## config.mk

```make
export PLATFORM = sky130hd
export DESIGN_NAME = uart_frame_tx
export DESIGN_NICKNAME = d
export VERILOG_FILES = /design/src/rtl/uart_frame_tx.sv
export SDC_FILE = /design/constraint.sdc
export NUM_CORES = 1
export LEC_CHECK = 0
export BUFFER_PORTS_ARGS = -buffer_cell sky130_fd_sc_hd__buf_4
export CAP_MARGIN = 10
export CORE_MARGIN = 2
export CORE_UTILIZATION = 34
export CTS_BUF_LIST = sky130_fd_sc_hd__clkbuf_16
export CTS_CLUSTER_SIZE = 14
export DETAILED_ROUTE_END_ITERATION = 10
export PLACE_DENSITY = 0.49
export SETUP_SLACK_MARGIN = 0.02
export SLEW_MARGIN = 30
export SYNTH_ARGS = -nofsm -noshare
export SYNTH_HDL_FRONTEND = slang
export SYNTH_SLANG_ARGS = --single-unit
```

## constraint.sdc

```tcl
create_clock -name clk -period 3 [get_ports clk]
set_clock_uncertainty 0.1 [all_clocks]
set_input_delay 0.45 -clock clk [delete_from_list [all_inputs] [get_ports clk]]
set_output_delay 0.45 -clock clk [all_outputs]
set_load 0.05 [all_outputs]
```

## src/rtl/uart_frame_tx.sv

```systemverilog
module uart_frame_tx #(
  parameter int CD_W     = 16,
  parameter int BD_W     = 8,
  parameter int PRESCALE = 8
) (
  input  logic            clk,
  input  logic            rst_n,
  input  logic [7:0]      mode_cfg,
  input  logic [CD_W-1:0] gen_div,
  input  logic [BD_W-1:0] bit_div,
  input  logic            brk_set,
  input  logic            brk_clr,
  input  logic            in_valid,
  input  logic [7:0]      in_data,
  output logic            in_ready,
  output logic            txd
);

  localparam int PS_W = $clog2(PRESCALE);

  typedef enum logic [2:0] {S_IDLE, S_START, S_DATA, S_PAR, S_STOP} st_t;

  st_t             st;
  logic [7:0]      sh;
  logic [2:0]      last_idx, bit_idx;
  logic            par_en, two_stop, stop_idx, par_acc, pre_sel, line_q, brk_q;
  logic [CD_W-1:0] cd_q, cd_cnt;
  logic [BD_W-1:0] bd_q, bd_cnt;
  logic [PS_W-1:0] ps_cnt;
  logic            pre_tick, cd_tick, bit_tick, accept;

  assign in_ready = (st == S_IDLE) && !brk_q && (gen_div != '0);
  assign accept   = in_valid && in_ready;
  assign txd      = (st == S_IDLE) ? ~brk_q : line_q;

  assign pre_tick = !pre_sel || (ps_cnt == PS_W'(PRESCALE - 1));
  assign cd_tick  = pre_tick && (cd_cnt == cd_q - 1'b1);
  assign bit_tick = cd_tick && (bd_cnt == bd_q);

  always_ff @(posedge clk or negedge rst_n) begin
    if (!rst_n) begin
      ps_cnt <= '0;
      cd_cnt <= '0;
      bd_cnt <= '0;
    end else if (st == S_IDLE) begin
      ps_cnt <= '0;
      cd_cnt <= '0;
      bd_cnt <= '0;
    end else begin
      if (pre_sel) ps_cnt <= pre_tick ? '0 : ps_cnt + 1'b1;
      if (pre_tick) cd_cnt <= cd_tick ? '0 : cd_cnt + 1'b1;
      if (cd_tick) bd_cnt <= bit_tick ? '0 : bd_cnt + 1'b1;
    end
  end

  always_ff @(posedge clk or negedge rst_n) begin
    if (!rst_n) brk_q <= 1'b0;
    else if (brk_clr) brk_q <= 1'b0;
    else if (brk_set) brk_q <= 1'b1;
  end

  always_ff @(posedge clk or negedge rst_n) begin
    if (!rst_n) begin
      st       <= S_IDLE;
      sh       <= '0;
      last_idx <= 3'd7;
      bit_idx  <= '0;
      par_en   <= 1'b0;
      two_stop <= 1'b0;
      stop_idx <= 1'b0;
      par_acc  <= 1'b0;
      pre_sel  <= 1'b0;
      line_q   <= 1'b1;
      cd_q     <= '0;
      bd_q     <= '0;
    end else begin
      case (st)
        S_IDLE: if (accept) begin
          sh       <= in_data;
          pre_sel  <= mode_cfg[0];
          last_idx <= (mode_cfg[2:1] == 2'b11) ? 3'd5 :
                      (mode_cfg[2:1] == 2'b10) ? 3'd6 : 3'd7;
          par_en   <= (mode_cfg[5:4] == 2'b00);
          par_acc  <= (mode_cfg[5:3] == 3'b001);
          two_stop <= (mode_cfg[7:6] != 2'b11);
          cd_q     <= gen_div;
          bd_q     <= bit_div;
          bit_idx  <= '0;
          stop_idx <= 1'b0;
          line_q   <= 1'b0;
          st       <= S_START;
        end
        S_START: if (bit_tick) begin
          line_q  <= sh[0];
          par_acc <= par_acc ^ sh[0];
          sh      <= sh >> 1;
          st      <= S_DATA;
        end
        S_DATA: if (bit_tick) begin
          if (bit_idx == last_idx) begin
            line_q <= par_en ? par_acc : 1'b1;
            st     <= par_en ? S_PAR : S_STOP;
          end else begin
            line_q  <= sh[0];
            par_acc <= par_acc ^ sh[0];
            sh      <= sh >> 1;
            bit_idx <= bit_idx + 1'b1;
          end
        end
        S_PAR: if (bit_tick) begin
          line_q <= 1'b1;
          st     <= S_STOP;
        end
        S_STOP: if (bit_tick) begin
          line_q <= 1'b1;
          if (two_stop && !stop_idx) stop_idx <= 1'b1;
          else st <= S_IDLE;
        end
        default: st <= S_IDLE;
      endcase
    end
  end

  assert_idle_high_R1: assert property (@(posedge clk) disable iff (!rst_n)
    in_ready |-> txd);
  assert_start_low_R2: assert property (@(posedge clk) disable iff (!rst_n)
    accept |=> !txd);
  assert_bit_hold_R6: assert property (@(posedge clk) disable iff (!rst_n)
    (st != S_IDLE && !bit_tick) |=> $stable(txd));
  assert_busy_not_ready_R7: assert property (@(posedge clk) disable iff (!rst_n)
    (st != S_IDLE) |-> !in_ready);
  assert_cd_zero_R9: assert property (@(posedge clk) disable iff (!rst_n)
    (gen_div == '0) |-> !in_ready);
  assert_break_low_R10: assert property (@(posedge clk) disable iff (!rst_n)
    (brk_set && !brk_clr && st == S_IDLE) |=> (!txd && !in_ready));
  assert_break_both_R12: assert property (@(posedge clk) disable iff (!rst_n)
    (brk_set && brk_clr) |=> !brk_q);

endmodule

```

==> results.toml <==
[routing]
routed_wl_um = 11900
viasPerCell = 5.17
vias = 4067
wl_met1_um = 5440
antenna_left = 0
drt_iter0_drc = 286
drc = 0
met2WireLength_um = 5900
top_layer_used = "met4"
first_pass_iters = 5
wl_per_cell_um = 15.1
wl_met3_um = 405

[global_routing]
grt_max_degree = 75
grt_pass1_vias = 4040
grt_pass1_wl_um = 20000
gr-total-overflow = 0
grt.total_usage_pct = 17.6
antenna_found_initial = 0

[logic_synthesis]
synth_common_cells = "nand2_1 (109), dfrtp_1 (71), nor2_1 (46)"
syn_area_um2 = 4500
synth_warnings = 0
synth_top_family_by_area = "simple AND/OR/NAND/NOR gates"
synth.net_count = 579
synth_area_leaders = "dfrtp_1 (39%), nand2_1 (9.1%), xnor2_1 (4.3%)"
synth_adder_area_share_pct = 1.67
synth_flop_cell = "dfrtp_1"
synthSimpleGateAreaFrac_pct = 27.5
yosysTopAreaCellShare_pct = 39.5
synth_area_per_cell_um2 = 8.53
yosys.area.top_type = "dfrtp_1"
synthArstFlopShare_pct = 100
synth_xor_area_share_pct = 8.56
syn_inst = 528
synth_cell_types = 57
synth_compound_area_share_pct = 13.5
synth-edff-count = 0
ys_seq_area_share_pct = 41.2
ys_ff_latch = 74
yosysMostFrequentCell = "nand2_1"
synth.mux.area_fraction_pct = 3.83

[layout]
fin_util_pct = 44.0
syn2layout_area_growth_pct = 27.8
stdcell_area_um2 = 5750
nNetsFinal = 657
diodes = 0
nFillCells = 1272
layout-drive-gt1-share_pct = 22.7
multi_input_area_um2 = 2580
regArea_um2 = 1860

[floorplan]
io-pin-count = 47
core-area_um2 = 13100
dieArea_um2 = 14200
start_util_pct = 34.4
die_x_um = 119
core.rowCount = 42
die_h_um = 119

[timing]
whs_ns = 0.0445
slew_headroom_pct = 52.7
worst_pin_slew_ns = 0.709
finalHoldViolations = 0
timing.final.crit_share_pct = 99.3
finalWorstSetupSlack_ns = 0.0217
rsz0062_at_grt = "true"
fmax_mhz = 336
drv_slew = 0
finalSetupViolCount = 0
layout_min_cycle_time_ns = 2.98

[worst_setup_path]
critical-path-slowest-cell = "or4_4"
r2r_slack_ns = 0.02
path_class = "flip-flop to flip-flop"
crit_family = "simple AND/OR/NAND/NOR gates"
crit_path_start_kind = "flip-flop"
reg2reg_to = "bd_cnt[4]"
crit_fanout = 8
crit_chain = "buf_6 > nor4_4 > nand3_2 > mux2_4 > o21ba_4 > or4_4 > or4b_1 > a21oi_1"
startpoint = "cd_q[1]"
cp.required_ns = 3.17
endpoint = "bd_cnt[4]"
rr_worst_depth = 8
worst_ep_arrival_time_ns = 3.15
end_kind = "flip-flop"
cp_num_cells = 8
cp_slowest_stage_delay_ns = 0.60
path_buf_inv = 1
worstReg2RegStart = "cd_q[1]"

[pwr]
p_seq_share_pct = 46.1
pwr-share-comb_pct = 3.5
intPower_w = 0.00168
cellPowerDensity_nw_per_um2 = 377
p_sw_share_pct = 22.4
leakage_nw = 2.73
peakVddDrop_mv = 0.236
p_clk_share_pct = 50.4
power_switching_w = 0.000487

[placed_design]
portBuffers = 46
dp_slack_ns = -0.120
placed_cell_area_um2 = 5310
dp_hpwl_um = 8410
gp_congestion = 0.798

[status]
status = "finished, final reports clean"

[cts]
cts_inserted_buffers = 9
clock-sinks = 74
clock_latency_ns = 0.34
clkTransAtPathRegs_ns = 0.06
ctsLongestPathBuffers = 2
htree_levels = 3
cts_hold_buf = 0
root_buffer = "clkbuf_16"
cts_tree = "yes"

[min_path]
hold_class = "input port to asynchronous set/reset pin"

[flow_run]
cap_violations = 0
## logic make-up (layout without fill, tap and decap cells)
group | after synthesis | count (layout)
compound gates | 91 | 91
xor+xnor | 44 | 44
fa+ha+maj | 6 | 6
buf+inv | 42 | 125
flops | 74 | 74
mux | 17 | 17
simple gates | 254 | 254
## power by group through the flow
stage,logic (W),clock network (W),registers (W)
floorplan,0.00000606,0,0.00102
global placement,0.0000766,0,0.00102
detailed placement,0.0000777,0,0.00102
CTS,0.0000779,0.00112,0.00100
global route,0.0000843,0.00117,0.000999
finish,0.0000754,0.00109,0.00100
## area by class of cell
class | instances | area share (%)
well taps | 176 | 3.83
inverters | 14 | 0.913
clock inverters | 7 | 1.22
clock buffers | 9 | 3.91
multi-input cells | 412 | 44.8
repair buffers | 95 | 13.0
flip-flops and latches | 74 | 32.3
## per-stage QoR
stage | total power, W | TNS [ns] | cells
6_report | 0.00217 | 0 | 787
2_1_floorplan | 0.00102 | 0 | 528
3_5_place_dp | 0.00110 | -0.645 | 767
3_3_place_gp | 0.00109 | -0.182 | 767
4_1_cts | 0.00220 | 0 | 784
5_1_grt | 0.00225 | -0.179 | 787
## worst min path at each step
stage,depth (start not counted),to,slack [ns],from
floorplan,0,bd_cnt[0],0.05,rst_n
global placement,2,stop_idx,0.38,stop_idx
detailed placement,2,stop_idx,0.38,stop_idx
CTS,1,cd_cnt[2],0.07,rst_n
global route,1,pre_sel,0.10,rst_n
finish,1,cd_cnt[2],0.04,rst_n
## flip-flops by register name, indices dropped and copies added, names as in the netlist
register / count
pre_sel: 1
cd_q: 16
sh: 8
par_en: 1
bd_cnt: 8
par_acc: 1
bd_q: 8
two_stop: 1
st: 3
line_q: 1
last_idx: 2
cd_cnt: 16
stop_idx: 1
bit_idx: 3
brk_q: 1
ps_cnt: 3
## cell usage in the layout (no fill, tap or decap), types with 4 or more instances in the layout
master and instances:
a211o_1 7, a21oi_1 19, a22o_1 6, a311oi_1 4
a31oi_1 5, and3_1 10, buf_4 90, clkbuf_16 9
dfrtp_1 69, ha_1 5, inv_1 13, mux2i_1 14
nand2_1 109, nand2b_1 8, nand3_1 18, nand4_1 10
nor2_1 45, nor2b_1 4, nor3_1 10, nor4_1 7
o211ai_1 4, o21ai_0 21, o31ai_1 4, or3_1 5
xnor2_1 21, xor2_1 22
## metal layers
layer	vias up	GRT usage, %
li1	2016	-
met1	1979	22.1
met2	62	30.4
met3	10	4.55
met4	0	3.79
met5	-	0
## worst register-to-register path, stage by stage (launching register included)
cell and delay (ns):
dfrtp_1 0.40, buf_6 0.13, nor4_4 0.36, nand3_2 0.13
mux2_4 0.32, o21ba_4 0.20, or4_4 0.60, or4b_1 0.53
a21oi_1 0.14
## timing repair
| action | in CTS | in global routing |
|---|---|---|
| endpoints found under the setup margin | 32 | 35 |
| pin swaps | 5 | 9 |
| buffers inserted | 1 | 3 |
| gates resized for setup | 9 | 22 |
Note: power is estimated with default switching activity, not from simulation.
